--- src/rtl/gpio_edge_pkg.sv ---
package gpio_edge_pkg;

   typedef enum logic [1:0] {
      DET_OFF  = 2'd0,
      DET_FALL = 2'd1,
      DET_RISE = 2'd2,
      DET_BOTH = 2'd3
   } det_mode_e;

   // drive register field positions
   localparam int OC_VAL  = 0;
   localparam int OC_PSEL = 1;
   localparam int OC_PEN  = 3;
   localparam int OC_DRV  = 4;
   localparam int OC_DIR  = 5;
   localparam int OC_W    = 6;

   function automatic logic edge_fires(det_mode_e m, logic rise, logic fall);
      case (m)
         DET_FALL: return fall;
         DET_RISE: return rise;
         DET_BOTH: return rise | fall;
         default:  return 1'b0;
      endcase
   endfunction

endpackage

--- src/rtl/gpio_pin_cell.sv ---
module gpio_pin_cell
   import gpio_edge_pkg::*;
#(
   parameter int SYNC_STAGES = 2
) (
   input  logic            clk,
   input  logic            rst_n,
   input  logic            octl_we,
   input  logic [OC_W-1:0] octl_wd,
   input  logic            ictl_we,
   input  logic [1:0]      mode_wd,
   input  logic            pin_in,
   output logic [OC_W-1:0] octl_q,
   output det_mode_e       mode_q,
   output logic            level_q,
   output logic            edge_evt,
   output logic            pad_oe,
   output logic            pad_out,
   output logic            pull_en,
   output logic [1:0]      pull_sel
);

   if (SYNC_STAGES < 2) begin : g_bad_sync
      $error("gpio_pin_cell: SYNC_STAGES must be at least 2");
   end

   logic [SYNC_STAGES-1:0] sync_q;
   logic                   prev_q;
   logic                   rise, fall;
   logic                   push_pull, dir_out, val;

   always_ff @(posedge clk or negedge rst_n) begin
      if (!rst_n) begin
         sync_q <= '0;
         prev_q <= 1'b0;
         octl_q <= '0;
         mode_q <= DET_OFF;
      end else begin
         sync_q <= {sync_q[SYNC_STAGES-2:0], pin_in};
         prev_q <= sync_q[SYNC_STAGES-1];
         if (octl_we) octl_q <= octl_wd;
         if (ictl_we) mode_q <= det_mode_e'(mode_wd);
      end
   end

   assign level_q  = sync_q[SYNC_STAGES-1];
   assign rise     = level_q & ~prev_q;
   assign fall     = ~level_q & prev_q;
   assign edge_evt = edge_fires(mode_q, rise, fall);

   assign push_pull = octl_q[OC_DRV];
   assign dir_out   = octl_q[OC_DIR];
   assign val       = octl_q[OC_VAL];
   assign pad_oe    = dir_out & (push_pull | ~val);
   assign pad_out   = dir_out & push_pull & val;
   assign pull_en   = octl_q[OC_PEN];
   assign pull_sel  = octl_q[OC_PSEL +: 2];


   od_never_high_chk: assert property (@(posedge clk) disable iff (!rst_n)
      !octl_q[OC_DRV] |-> !pad_out);


   input_dir_quiet_chk: assert property (@(posedge clk) disable iff (!rst_n)
      !octl_q[OC_DIR] |-> (!pad_oe && !pad_out));

endmodule

--- src/rtl/gpio_irq_group.sv ---
module gpio_irq_group #(
   parameter int W = 7
) (
   input  logic         clk,
   input  logic         rst_n,
   input  logic         stat_we,
   input  logic         mask_we,
   input  logic [W-1:0] wdata,
   input  logic [W-1:0] evt,
   output logic [W-1:0] stat_q,
   output logic [W-1:0] mask_q,
   output logic         pend
);

   logic [W-1:0] clr;

   assign clr = stat_we ? wdata : '0;

   always_ff @(posedge clk or negedge rst_n) begin
      if (!rst_n) begin
         stat_q <= '0;
         mask_q <= '1;
      end else begin
         stat_q <= (stat_q & ~clr) | evt;
         if (mask_we) mask_q <= wdata;
      end
   end

   assign pend = |(stat_q & ~mask_q);


   evt_lands_chk: assert property (@(posedge clk) disable iff (!rst_n)
      (|evt) |=> ((stat_q & $past(evt)) == $past(evt)));


   w1c_clears_chk: assert property (@(posedge clk) disable iff (!rst_n)
      stat_we |=> ((stat_q & $past(wdata & ~evt)) == '0));


   no_spurious_set_chk: assert property (@(posedge clk) disable iff (!rst_n)
      1'b1 |=> ((stat_q & ~$past(stat_q) & ~$past(evt)) == '0));

endmodule

--- src/rtl/gpio_edge_ctrl.sv ---
module gpio_edge_ctrl
   import gpio_edge_pkg::*;
#(
   parameter int                NUM_PINS    = 13,
   parameter int                GRP0_PINS   = 7,
   parameter int                ADDR_W      = 16,
   parameter int                DATA_W      = 8,
   parameter int                SYNC_STAGES = 2,
   parameter logic [ADDR_W-1:0] OUT_BASE    = 'h4E44,
   parameter logic [ADDR_W-1:0] IN_BASE     = 'h4E51,
   parameter logic [ADDR_W-1:0] STAT_BASE   = 'h4E0B,
   parameter logic [ADDR_W-1:0] MASK_BASE   = 'h4E19
) (
   input  logic                  clk,
   input  logic                  rst_n,
   input  logic [ADDR_W-1:0]     bus_addr,
   input  logic [DATA_W-1:0]     bus_wdata,
   input  logic                  bus_we,
   input  logic                  bus_re,
   output logic [DATA_W-1:0]     bus_rdata,
   input  logic [NUM_PINS-1:0]   pin_in,
   output logic [NUM_PINS-1:0]   pad_oe,
   output logic [NUM_PINS-1:0]   pad_out,
   output logic [NUM_PINS-1:0]   pull_en,
   output logic [2*NUM_PINS-1:0] pull_sel,
   output logic                  irq
);

   localparam int GRP1_PINS = NUM_PINS - GRP0_PINS;

   if (DATA_W < 8) begin : g_bad_data
      $error("gpio_edge_ctrl: DATA_W must be at least 8");
   end
   if (GRP0_PINS < 1 || GRP1_PINS < 1) begin : g_bad_split
      $error("gpio_edge_ctrl: both interrupt groups need at least one pin");
   end
   if (GRP0_PINS > DATA_W || GRP1_PINS > DATA_W) begin : g_bad_grp
      $error("gpio_edge_ctrl: a group must fit one data word");
   end

   logic [OC_W-1:0]     octl_a [NUM_PINS];
   det_mode_e           mode_a [NUM_PINS];
   logic [NUM_PINS-1:0] lvl_v, evt_v;
   logic [GRP0_PINS-1:0] stat0, mask0;
   logic [GRP1_PINS-1:0] stat1, mask1;
   logic                 pend0, pend1;
   logic [DATA_W-1:0]    rd_c;

   for (genvar i = 0; i < NUM_PINS; i++) begin : g_pin
      gpio_pin_cell #(.SYNC_STAGES(SYNC_STAGES)) cell_i (
         .clk      (clk),
         .rst_n    (rst_n),
         .octl_we  (bus_we && bus_addr == OUT_BASE + ADDR_W'(i)),
         .octl_wd  (bus_wdata[OC_W-1:0]),
         .ictl_we  (bus_we && bus_addr == IN_BASE + ADDR_W'(i)),
         .mode_wd  (bus_wdata[2:1]),
         .pin_in   (pin_in[i]),
         .octl_q   (octl_a[i]),
         .mode_q   (mode_a[i]),
         .level_q  (lvl_v[i]),
         .edge_evt (evt_v[i]),
         .pad_oe   (pad_oe[i]),
         .pad_out  (pad_out[i]),
         .pull_en  (pull_en[i]),
         .pull_sel (pull_sel[2*i +: 2])
      );
   end

   gpio_irq_group #(.W(GRP0_PINS)) grp0_i (
      .clk     (clk),
      .rst_n   (rst_n),
      .stat_we (bus_we && bus_addr == STAT_BASE),
      .mask_we (bus_we && bus_addr == MASK_BASE),
      .wdata   (bus_wdata[GRP0_PINS-1:0]),
      .evt     (evt_v[GRP0_PINS-1:0]),
      .stat_q  (stat0),
      .mask_q  (mask0),
      .pend    (pend0)
   );

   gpio_irq_group #(.W(GRP1_PINS)) grp1_i (
      .clk     (clk),
      .rst_n   (rst_n),
      .stat_we (bus_we && bus_addr == STAT_BASE + ADDR_W'(1)),
      .mask_we (bus_we && bus_addr == MASK_BASE + ADDR_W'(1)),
      .wdata   (bus_wdata[GRP1_PINS-1:0]),
      .evt     (evt_v[NUM_PINS-1:GRP0_PINS]),
      .stat_q  (stat1),
      .mask_q  (mask1),
      .pend    (pend1)
   );

   if (GRP0_PINS < DATA_W && GRP1_PINS < DATA_W) begin : g_spare
      logic unused_wdata_hi;
      assign unused_wdata_hi = ^bus_wdata[DATA_W-1:OC_W];
   end

   always_comb begin
      rd_c = '0;
      for (int i = 0; i < NUM_PINS; i++) begin
         if (bus_addr == OUT_BASE + ADDR_W'(i)) rd_c = DATA_W'(octl_a[i]);
         if (bus_addr == IN_BASE + ADDR_W'(i))  rd_c = DATA_W'({mode_a[i], lvl_v[i]});
      end
      if (bus_addr == STAT_BASE)               rd_c = DATA_W'(stat0);
      if (bus_addr == STAT_BASE + ADDR_W'(1))  rd_c = DATA_W'(stat1);
      if (bus_addr == MASK_BASE)               rd_c = DATA_W'(mask0);
      if (bus_addr == MASK_BASE + ADDR_W'(1))  rd_c = DATA_W'(mask1);
   end

   always_ff @(posedge clk or negedge rst_n) begin
      if (!rst_n) begin
         bus_rdata <= '0;
         irq       <= 1'b0;
      end else begin
         bus_rdata <= bus_re ? rd_c : '0;
         irq       <= pend0 | pend1;
      end
   end


   irq_has_cause_chk: assert property (@(posedge clk) disable iff (!rst_n)
      $rose(irq) |-> $past(pend0 | pend1));

endmodule

--- config.mk ---
export PLATFORM = sky130hd
export DESIGN_NAME = gpio_edge_ctrl
export DESIGN_NICKNAME = d
export VERILOG_FILES = /design/src/rtl/gpio_edge_pkg.sv /design/src/rtl/gpio_pin_cell.sv /design/src/rtl/gpio_irq_group.sv /design/src/rtl/gpio_edge_ctrl.sv
export SDC_FILE = /design/constraint.sdc
export NUM_CORES = 1
export LEC_CHECK = 0
export BUFFER_PORTS_ARGS = -buffer_cell sky130_fd_sc_hd__buf_2
export CORE_UTILIZATION = 41
export CTS_CLUSTER_DIAMETER = 40
export DETAILED_ROUTE_END_ITERATION = 6
export GPL_TIMING_DRIVEN = 0
export RECOVER_POWER = 100
export SLEW_MARGIN = 10
export SYNTH_ARGS = -nofsm -noshare
export SYNTH_HDL_FRONTEND = slang
export SYNTH_SLANG_ARGS = --single-unit
--- constraint.sdc ---
create_clock -name clk -period 3.6 [get_ports clk]
set_clock_uncertainty 0.1 [all_clocks]
set_input_delay 0.18 -clock clk [delete_from_list [all_inputs] [get_ports clk]]
set_output_delay 0.18 -clock clk [all_outputs]
set_load 0.01 [all_outputs]
* Yosys cells after proc, flatten, opt, wreduce, memory -nomap -nowiden
Cells that the tools add are included.
** Storage, ports and cells
- Input port bits :: 41
- Logic and storage cells :: 346
- RAM bits :: 0
- Register bits :: 178
- Output and inout port bits :: 74
- Bits in latches :: 0
- Memory bits (read-only) :: 0
- Memories kept :: 0
** Operators by class
- Divide/modulo/power cells :: 0
- Eq/ne operators :: 69
- Multiply operators :: 0
- $lt $le $gt $ge :: 0
- Shifts and indexed selects :: 0
- Add/sub/neg operators :: 0
- Bitwise logic cells :: 141
- Reduce and logical (&&, ||, !) cells :: 32
- Mux-type cells :: 46
** Operator list (count)
- == test 16 x 15 -> 1 bit, second input constant :: 30
- two-way mux 8 bit :: 29
- AND 1 bit :: 65
- == test 2 bit, second input constant :: 26
- NOT 1 bit :: 39
- case mux 1 bit (3 select lines) :: 13
- logical AND 1 bit :: 30
- OR 1 bit :: 27
- == test 2 x 1 -> 1 bit, second input constant :: 13
- two-way mux 6 bit :: 3
- AND 7 bit :: 2
- NOT 7 bit :: 2
- AND 6 bit :: 2
- NOT 6 bit :: 2
- two-way mux 7 bit :: 1
- OR 7 bit :: 1
- OR reduction 7 bit :: 1
- OR 6 bit :: 1
- OR reduction 6 bit :: 1

* Longest topological paths before layout
Gate-level depths: netlist of run 1.
- Word-level depth :: 32
- Mapped depth :: 10

* By module
A second synthesis of run 1 with hierarchy kept.
** Second synthesis, totals
- Cells, all modules :: 858
- Area total of the unflattened synthesis :: 9442.8 sq um
** Modules (own cells, without submodules)
- gpio_pin_cell :: area each 491.7 sq um, cells an instance 36, times used 13
- gpio_edge_ctrl :: area each 1976.9 sq um, cells an instance 303, times used 1
- gpio_irq_group (grp0_i) :: area each 576.8 sq um, cells an instance 46, times used 1
- gpio_irq_group (grp1_i) :: area each 496.7 sq um, cells an instance 41, times used 1

* Least setup slack after synthesis of run 1
OpenSTA, ideal clock, no wires.
- Kind :: input -> register
- From :: input port bus_addr[5]
- To :: register bus_rdata[0]
- Setup time :: 126 ps
- Required time :: 3374 ps
- Setup slack :: 1129 ps
- Data arrival time :: 2245 ps
- Stages on the path :: 10
- Buffers on the path :: 2
- Path through :: or4_4 -> buf_6 -> or4_4 -> buf_6 -> nor3_2 -> o311ai_1 -> a221oi_1 -> o21ai_1 -> a21oi_1 -> o31ai_1
** On the way
- Word-level cells in the longest chain between the ends :: 32
- Elaborated cells between the ends (all ways) :: 61
- Classes of those cells :: eq/ne: 30; mux: 31
** RTL lines
- start, declared :: RTL line gpio_edge_ctrl.sv:16 : input logic [ADDR_W-1:0] bus_addr,
- == test 16 x 15 -> 1 bit :: RTL line gpio_edge_ctrl.sv:101 : if (bus_addr == OUT_BASE + ADDR_W'(i)) rd_c = DATA_W'(octl_a[i]);
- two-way mux 6 bit :: RTL line gpio_edge_ctrl.sv:101
- two-way mux 6 bit :: RTL line gpio_edge_ctrl.sv:102 : if (bus_addr == IN_BASE + ADDR_W'(i)) rd_c = DATA_W'({mode_a[i], lvl_v[i]});
- two-way mux 8 bit :: RTL line gpio_edge_ctrl.sv:101
- two-way mux 8 bit :: RTL line gpio_edge_ctrl.sv:102
- two-way mux 8 bit :: RTL line gpio_edge_ctrl.sv:101
- two-way mux 8 bit :: RTL line gpio_edge_ctrl.sv:102
- two-way mux 8 bit :: RTL line gpio_edge_ctrl.sv:101
- (+16 left out)
- two-way mux 8 bit :: RTL line gpio_edge_ctrl.sv:102
- two-way mux 8 bit :: RTL line gpio_edge_ctrl.sv:101
- two-way mux 8 bit :: RTL line gpio_edge_ctrl.sv:102
- two-way mux 8 bit :: RTL line gpio_edge_ctrl.sv:104 : if (bus_addr == STAT_BASE) rd_c = DATA_W'(stat0);
- two-way mux 8 bit :: RTL line gpio_edge_ctrl.sv:105 : if (bus_addr == STAT_BASE + ADDR_W'(1)) rd_c = DATA_W'(stat1);
- two-way mux 8 bit :: RTL line gpio_edge_ctrl.sv:106 : if (bus_addr == MASK_BASE) rd_c = DATA_W'(mask0);
- two-way mux 8 bit (*) :: RTL line gpio_edge_ctrl.sv:107 : if (bus_addr == MASK_BASE + ADDR_W'(1)) rd_c = DATA_W'(mask1);
- two-way mux 8 bit (*) :: RTL line gpio_edge_ctrl.sv:115 : bus_rdata <= bus_re ? rd_c : '0;
- end signal, assigned :: RTL line gpio_edge_ctrl.sv:115
- end, declared :: RTL line gpio_edge_ctrl.sv:20 : output logic [DATA_W-1:0] bus_rdata,
Every way passes the cells marked *; elsewhere a longest branch is shown, timed or not.
A chain may end at the register's enable or synchronous reset.

* Worst setup path after layout of run 1
Ends and elaborated chain as after synthesis.

==> impl_metrics.tcl, run 1 <==
set metrics [dict create \
    cts_hold_buf 16 \
    async_flop_share_pct 100 \
    grtUsageTotal_pct 26.9 \
    fillers 2183 \
    cts_tree "done" \
    power_leakage_nw 5.27 \
    synthCells 906 \
    crit_slowest_cell "nor2_1" \
    synth-seq-cells 177 \
    grt_pass1_vias 7340 \
    power.density_nw_per_um2 376 \
    violations "capacitance limit, slew limit" \
    final_antenna_net_count 0 \
    min_path_type "input pin to flop" \
    fp.coreArea_um2 22700 \
    hp-start "bus_wdata[0]" \
    pwr-share-clk_pct 45.5 \
    final_cell_mix "dfrtp_1, mux2_2, clkbuf_1" \
    whs_ns 0.0568 \
    fp-row-count 55 \
    grt_pass1_wl_um 46500 \
    htree_levels 4 \
    crit_start "bus_addr[5]" \
    cp_common_cell "nand3_1" \
    route.detailed.drc 0 \
    first_pass_iters 5 \
    maxCapViolCount 1 \
    timing.fmax_mhz 296 \
    post-cts-setup-buffers 0 \
    seqPwrFrac_pct 48.4 \
    dpl_cell_area_um2 10500 \
    worstReg2RegStart "g_pin[1].cell_i.sync_q[1]$_DFF_PN0_" \
    crit_fanout 8 \
    vias_per_cell 5.69 \
    drt-initial-drc-count 612 \
    dp_hpwl_um 22900 \
    netSwitchingFraction_pct 24.9 \
    dp_slack_ns -0.0177 \
    clk_pin_slew_ns 0.07 \
    max-vdd-ir-drop_v 0.000283 \
    die_h_um 154 \
    p_int_w 0.00314 \
    area_growth_pct 16.8 \
    cts_resized 0 \
    ys_seq_area_share_pct 46.7 \
    rsz0062_at_grt "no" \
    io-pin-count 115 \
    drive_gt1_share_pct 26.1 \
    crit_arrival_ns 3.60 \
    synth_cell_type_count 65 \
    num_vias 7654 \
    nets 1116 \
    grt_max_degree 99 \
    diodes 0 \
    critPathKind "input pin to flop" \
    syn_area_um2 9530 \
    p_sw_w 0.00104 \
    design_area_um2 11100 \
    setup_slack_ns 0.220 \
    die-area_um2 23800 \
    synth_area_per_cell_um2 10.5 \
    clock_sinks 177 \
    setup_viol 0 \
    cp_cell_sequence "clkbuf_1, nor4_2, nand3_1, nor2_1, nand3_1, and4_1, o21ai_0, a21oi_1, o31ai_1" \
    hold_viol_final 0 \
    numPortBuffers 106 \
    share_comb_of_total_power_pct 6.1 \
    post_drt_wl_per_cell_um 22.9 \
    max_slew_margin_pct -37.7 \
    die_x_um 154 \
    root_buffer "clkbuf_16" \
    antenna_found_initial 0 \
    synth-edff-count 0 \
    routed_wl_um 30800 \
    layout_commonest_cell "dfrtp_1" \
    cp.required_ns 3.82 \
    cts_inserted_buffers 17 \
    grt_overflow_total 0 \
    synth_nets 973 \
    outcome "finished, violations left" \
    final.min_clock_period_ns 3.38 \
    period_share_pct 93.9 \
    crit_family "simple AND/OR/NAND/NOR gates" \
    cp-end-kind "flop" \
    start_kind "input pin" \
    path_buf_inv 1 \
    yosys_warnings 0 \
    worst_pin_slew_ns 2.07 \
    gp_congestion 0.948 \
    cpPeakStageDelay_ns 0.92 \
    insertion_delay_ns 0.45 \
    clk_path_buf_depth 2 \
    ys.flop_type "dfrtp_1" \
    start_util_pct 41.9 \
    slew_violations 80 \
]
## power groups by stage
stage,Combinational [W],Clock [W],Sequential (W)
finish,0.000255,0.00190,0.00203
global route,0.000279,0.00200,0.00203
CTS,0.000257,0.00193,0.00203
detailed placement,0.000242,0,0.00207
global placement,0.000235,0,0.00207
floorplan,0.000103,0,0.00206
## metal layers
metal	global-route usage (%)	wire [µm]	vias to the layer above
li1	-	-	3449
met1	38.4	14100	3835
met2	40.7	13800	319
met3	4.03	1880	51
met4	11.1	1030	0
met5	0	0	-
## cells by family (layout without fill, tap and decap cells)
kind of cell	count (synthesis)	in the layout	share of synthesized area (%)
AND/OR/NAND/NOR	244	244	13.0
flip-flops	177	177	46.7
buffers and inverters	173	328	9.60
AO/OA/AOI/OAI	149	149	11.1
multiplexers	136	136	16.1
adder cells (fa/ha/maj)	26	26	3.42
other	1	1	0.0394
## final cells by class
| cell class | count | area (µm²) | share of cell area (%) |
|---|---|---|---|
| sequential | 177 | 4450 | 40.0 |
| tap | 285 | 357 | 3.20 |
| buffer | 108 | 662 | 5.95 |
| clock buffer | 21 | 460 | 4.14 |
| inverter | 65 | 244 | 2.19 |
| multi-input combinational | 556 | 4170 | 37.5 |
| clock inverter | 10 | 126 | 1.14 |
| timing repair buffer | 124 | 663 | 5.96 |
## stage by stage
stage	power, W	utilization (%)	TNS, ns	instances
2_1_floorplan	0.00216	-	0	906
5_1_grt	0.00431	49.0	0	1346
4_1_cts	0.00421	49.4	0	1346
6_report	0.00419	49.0	0	1346
3_5_place_dp	0.00231	46.1	-0.0266	1299
3_3_place_gp	0.00230	45.9	-101.39	1297
## synthesized netlist by cell type (8+ instances only)
cell	instances	area share, %
nand3_1	20	1.1
nor3_1	11	0.58
a21oi_1	21	1.1
o22ai_1	10	0.66
ha_1	26	3.4
dfrtp_1	164	43
inv_1	65	2.6
and3_1	22	1.4
a21boi_0	13	1.0
nor2_1	40	1.6
a22oi_1	8	0.63
o211ai_1	17	1.3
nand4_1	10	0.66
clkbuf_1	36	1.4
o21ai_0	19	1.0
mux2_2	95	11
nor4_1	11	0.72
nand2_1	88	3.5
mux2_1	23	2.7
mux2i_1	16	1.7
dfstp_2	13	3.6
buf_4	66	5.2
## registers in the layout (all words and copies together), names as in the netlist
register	flops
g_pin.cell_i.sync_q	26
grp1_i.mask_q	6
grp0_i.stat_q	7
grp0_i.mask_q	7
irq	1
bus_rdata	7
g_pin.cell_i.octl_q	78
g_pin.cell_i.mode_q	26
g_pin.cell_i.prev_q	13
grp1_i.stat_q	6
## worst paths after layout
path,cells after the start,slack [ns],to
min in group asynchronous,2,0.73,g_pin[4].cell_i.sync_q[1]$_DFF_PN0_
worst max register to register,8,1.12,bus_rdata[0]$_DFF_PN0_
max in group asynchronous,3,1.36,g_pin[0].cell_i.sync_q[0]$_DFF_PN0_
worst max-delay path,9,0.22,bus_rdata[0]$_DFF_PN0_
worst min-delay path,2,0.06,g_pin[9].cell_i.octl_q[0]$_DFFE_PN0P_
worst min register to register,0,0.25,g_pin[1].cell_i.sync_q[1]$_DFF_PN0_
Power figures use the tool's default switching activity.
==> inputs of run 2 (changes only) <==
- clock period: 3.6 -> 3.15 ns (I/O delays scaled with it)
==> impl_metrics.tcl, run 2 (synthesis results as in run 1) <==
set metrics [dict create \
    min_path_cells 2 \
    dp_hpwl_um 22900 \
    diodes 0 \
    outcome "finished, violations left" \
    fillers 2184 \
    multi_input_area_um2 4200 \
    route.detailed.drc 0 \
    crit_cells 9 \
    maxCapViolCount 1 \
    start_kind "input pin" \
    io-pin-count 115 \
    root_buffer "clkbuf_16" \
    timing.fmax_mhz 329 \
    antenna_found_initial 0 \
    first_pass_iters 5 \
    busiest_layer "met2" \
    post_drt_wl_per_cell_um 22.9 \
    hp-start "bus_wdata[0]" \
    gp_congestion 0.948 \
    fin_tns_setup_ns 0 \
    drive_gt1_share_pct 26.9 \
    max_slew_margin_pct -35.3 \
    crit_family "simple AND/OR/NAND/NOR gates" \
    drt-initial-drc-count 561 \
    p_int_w 0.00359 \
    grt_overflow_total 0 \
    final_antenna_net_count 0 \
    path_buf_inv 1 \
    violations "capacitance limit, slew limit" \
    crit_slowest_cell "nor4_2" \
    cts_inserted_buffers 17 \
    largest-register "g_pin.cell_i.octl_q" \
    netSwitchingFraction_pct 25.0 \
    worst_pin_slew_ns 2.03 \
    worstReg2RegStart "g_pin[1].cell_i.sync_q[1]$_DFF_PN0_" \
    die-area_um2 23800 \
    cpPeakStageDelay_ns 0.70 \
    grtUsageTotal_pct 26.9 \
    max-vdd-ir-drop_v 0.000323 \
    min_path_type "input pin to flop" \
    grtUsageMet3_pct 4.03 \
    period_share_pct 96.6 \
    cp_cell_sequence "clkbuf_1, nor4_2, nand3_1, nor2_2, nand3_1, and4_1, o21ai_1, a21oi_1, o31ai_1" \
    cts_tree "done" \
    clk_pin_slew_ns 0.07 \
    grt_max_degree 99 \
    reg_top3 "g_pin.cell_i.octl_q: 78 flops, g_pin.cell_i.mode_q: 26 flops, g_pin.cell_i.sync_q: 26 flops" \
    die_h_um 154 \
    seqCellArea_um2 4450 \
    hold_viol_final 0 \
    cp-end-kind "flop" \
    r2r_cells 8 \
    r2r_setup_slack_ns 0.80 \
    slew_violations 81 \
    grt_pass1_wl_um 46500 \
    fp.coreArea_um2 22700 \
    r2r_end "bus_rdata[0]$_DFF_PN0_" \
    clk_path_buf_depth 2 \
    insertion_delay_ns 0.45 \
    post-cts-setup-buffers 0 \
    largest_reg_flops 78 \
    start_util_pct 41.9 \
    nets 1116 \
    layout_commonest_cell "dfrtp_1" \
    clock_sinks 177 \
    seqPwrFrac_pct 48.4 \
    p_sw_w 0.00119 \
    vias_per_cell 5.63 \
    critPathKind "input pin to flop" \
    crit_arrival_ns 3.26 \
    p_total_w 0.00479 \
    setup_viol 0 \
    worstHoldEndpoint "g_pin[9].cell_i.octl_q[0]$_DFFE_PN0P_" \
    crit_fanout 8 \
    grt_pass1_vias 7329 \
    num_vias 7581 \
    grt_use_met1_pct 38.4 \
    grt_use_met2_pct 40.5 \
    pwr-share-clk_pct 45.5 \
    utilization_pct 49.1 \
    cp_common_cell "nand3_1" \
    fp-row-count 55 \
    power.density_nw_per_um2 429 \
    routed_wl_um 30800 \
    die_x_um 154 \
    final.min_clock_period_ns 3.04 \
    final_cell_mix "dfrtp_1, mux2_2, clkbuf_1" \
    numPortBuffers 106 \
    rsz0062_at_grt "no" \
    power_leakage_nw 5.28 \
    share_comb_of_total_power_pct 6.0 \
    cp.required_ns 3.36 \
    htree_levels 4 \
    area_growth_pct 17.0 \
]
[run 2: changes by cell type in the layout (fill, tap and decap cells not counted), moves of 2 or more]
cell and change:
nor3_1 -4, nor3_2 +4, a21boi_0 -3, a21boi_1 +3, buf_6 +2, clkbuf_2 +2
[run 2: what timing repair did]
action / CTS / global route
endpoints found under the setup margin: 1 / 3
endpoints found under the hold margin: 100 / 0
gates resized for setup: 2 / 5
hold buffers: 16 / 0
[run 2: metrics by stage]
stage                     worst slack (ns)  area, µm²  instances  hold WS [ns]
after floorplan                      0.701       9530        906        -0.238
after global placement               -1.06      10400       1297         0.165
after detailed placement            -0.445      10500       1299        0.0839
after CTS                            0.112      11200       1346        0.0361
after global routing               0.00403      11100       1346        0.0555
final                                0.106      11100       1346        0.0337
[run 2: layer usage]
layer / up-vias / part of all wire (%) / wire (µm)
li1: 3445 / - / -
met1: 3764 / 46 / 14300
met2: 313 / 44 / 13600
met3: 59 / 5.8 / 1790
met4: 0 / 3.7 / 1140
met5: - / 0 / 0
[run 2: power by group through the flow]
stage                     Sequential (W)  Combinational [W]  Clock, W
final                            0.00232           0.000289   0.00218
after global routing             0.00232           0.000317   0.00229
after CTS                        0.00232           0.000294   0.00220
after detailed placement         0.00236           0.000277         0
after global placement           0.00236           0.000268         0
after floorplan                  0.00235           0.000118         0
[run 2: final cells by class]
cell class                 instances  share of cell area (%)
sequential                       177                    39.9
clock inverter                    10                    1.13
multi-input combinational        556                    37.7
clock buffer                      21                    4.13
buffer                           108                    6.02
tap                              285                    3.20
timing repair buffer             124                    5.80
inverter                          65                    2.19
[run 2: worst max-delay path by stage]
stage	startpoint	endpoint
2_1_floorplan	bus_addr[5]	bus_rdata[0]$_DFF_PN0_
3_3_place_gp	rst_n	g_pin[9].cell_i.sync_q[0]$_DFF_PN0_
3_5_place_dp	bus_addr[5]	g_pin[3].cell_i.mode_q[1]$_DFFE_PN0P_
4_1_cts	bus_addr[5]	bus_rdata[1]$_DFF_PN0_
5_1_grt	bus_addr[5]	bus_rdata[0]$_DFF_PN0_
6_report	bus_addr[5]	bus_rdata[0]$_DFF_PN0_
[run 2: worst register-to-register path: cells and delay by family, from the launching register on]
kind                   cells  cell delay (ns)
AO/OA/AOI/OAI              7             1.66
buffers and inverters      1             0.08
flip-flops                 1             0.38
==> inputs of run 3 (changes only) <==
- SETUP_SLACK_MARGIN: unset -> 0.3
- SLEW_MARGIN: 10 -> 5
==> impl_metrics.tcl, run 3 (synthesis results as in run 1) <==
set metrics [dict create \
    setup_viol 0 \
    whs_ns 0.0632 \
    maxCapViolCount 1 \
    share_comb_of_total_power_pct 6.0 \
    area_growth_pct 18.1 \
    min_path_cells 2 \
    max-vdd-ir-drop_v 0.000312 \
    worst_pin_slew_ns 2.10 \
    gp_congestion 0.948 \
    htree_levels 4 \
    numPortBuffers 106 \
    grt_overflow_total 0 \
    grt_pass1_vias 7393 \
    crit_family "buffers and inverters" \
    rsz0062_at_grt "no" \
    die_h_um 154 \
    power.density_nw_per_um2 437 \
    drive_gt1_share_pct 27.5 \
    crit_cells 7 \
    timing.fmax_mhz 350 \
    min_path_type "input pin to flop" \
    cts_tree "done" \
    clk_path_buf_depth 2 \
    critPathKind "input pin to flop" \
    clk_pin_slew_ns 0.07 \
    grt_max_degree 99 \
    path_buf_inv 3 \
    drt-initial-drc-count 558 \
    p_int_w 0.00368 \
    dp_cells 1299 \
    r2r_setup_slack_ns 0.68 \
    crit_slowest_cell "clkbuf_1" \
    final_antenna_net_count 0 \
    die_x_um 154 \
    start_kind "input pin" \
    diodes 0 \
    fp.coreArea_um2 22700 \
    crit_arrival_ns 3.08 \
    antenna_found_initial 1 \
    die-area_um2 23800 \
    dp_hpwl_um 22900 \
    worstReg2RegStart "g_pin[1].cell_i.sync_q[1]$_DFF_PN0_" \
    pwr-share-clk_pct 46.9 \
    slew_violations 80 \
    fillers 2166 \
    max_slew_margin_pct -40.3 \
    power_leakage_nw 5.36 \
    grtUsageTotal_pct 26.8 \
    first_pass_iters 7 \
    largest_reg_flops 78 \
    routed_wl_um 31100 \
    layout_commonest_cell "dfrtp_1" \
    final_cell_count_no_fill 1347 \
    crit_fanout 10 \
    clock_sinks 177 \
    post_drt_wl_per_cell_um 23.1 \
    p_sw_w 0.00124 \
    largest-register "g_pin.cell_i.octl_q" \
    p_total_w 0.00492 \
    r2r_end "bus_rdata[0]$_DFF_PN0_" \
    cts_inserted_buffers 17 \
    vias_per_cell 5.66 \
    io-pin-count 115 \
    worstHoldEndpoint "g_pin[10].cell_i.octl_q[3]$_DFFE_PN0P_" \
    grt_pass1_wl_um 46400 \
    cp.required_ns 3.38 \
    setup_slack_ns 0.294 \
    cp-end-kind "flop" \
    route.detailed.drc 0 \
    outcome "finished, violations left" \
    fp-row-count 55 \
    cpPeakStageDelay_ns 0.69 \
    num_vias 7626 \
    violations "capacitance limit, slew limit" \
    insertion_delay_ns 0.44 \
    r2r_cells 8 \
    final.min_clock_period_ns 2.86 \
    final_cell_mix "dfrtp_1, mux2_2, nand2_1" \
    root_buffer "clkbuf_16" \
    period_share_pct 90.7 \
    utilization_pct 49.6 \
    start_util_pct 41.9 \
    cp_cell_sequence "clkbuf_1, inv_1, nor2_1, clkbuf_1, nand2_1, nor2_1, mux2_2" \
    netSwitchingFraction_pct 25.3 \
    hold_viol_final 0 \
    hp-start "bus_wdata[3]" \
    seqPwrFrac_pct 47.1 \
    dp_slack_ns -0.570 \
    reg_top3 "g_pin.cell_i.octl_q: 78 flops, g_pin.cell_i.mode_q: 26 flops, g_pin.cell_i.sync_q: 26 flops" \
    nets 1116 \
]
[run 3: power groups by stage]
stage          logic, W  clock network (W)  registers [W]
6_report       0.000297            0.00231        0.00232
5_1_grt        0.000324            0.00243        0.00232
4_1_cts        0.000295            0.00234        0.00232
3_5_place_dp   0.000277                  0        0.00236
3_3_place_gp   0.000268                  0        0.00236
2_1_floorplan  0.000118                  0        0.00235
[run 3: worst max-delay path by stage]
stage	slack [ns]	end	start
2_1_floorplan	0.70	bus_rdata[0]$_DFF_PN0_	bus_addr[5]
3_3_place_gp	-1.06	g_pin[9].cell_i.sync_q[0]$_DFF_PN0_	rst_n
3_5_place_dp	-0.57	bus_rdata[1]$_DFF_PN0_	bus_addr[2]
4_1_cts	0.31	bus_rdata[1]$_DFF_PN0_	bus_addr[2]
5_1_grt	0.19	bus_rdata[0]$_DFF_PN0_	bus_addr[5]
6_report	0.29	g_pin[11].cell_i.octl_q[0]$_DFFE_PN0P_	bus_addr[1]
[run 3: what timing repair did]
item	CTS	global route
gates resized for setup	9	9
endpoints found under the setup margin	14	17
pin swaps	0	0
endpoints found under the hold margin	100	0
hold buffers	16	0
setup buffers	0	0
[run 3: metrics by stage]
stage / setup TNS, ns / instance area [µm²]
4_1_cts: 0 / 11300
2_1_floorplan: 0 / 9530
6_report: 0 / 11300
3_5_place_dp: -5.64 / 10500
5_1_grt: 0 / 11300
3_3_place_gp: -177.88 / 10400
[run 3: final cells by class]
class / instances / area, µm² / area share [%]
timing repair buffer: 124 / 664 / 5.90
clock buffer: 18 / 439 / 3.90
buffer: 108 / 673 / 5.98
clock inverter: 14 / 188 / 1.67
inverter: 65 / 244 / 2.17
multi-input combinational: 556 / 4240 / 37.7
tap: 285 / 357 / 3.17
sequential: 177 / 4450 / 39.5
[run 3: routing by layer]
metal / GRT usage (%) / routed length, µm
met3: 4.54 / 1860
met1: 37.5 / 14300
met4: 10.4 / 1080
met2: 41.5 / 13800
met5: 0 / 11
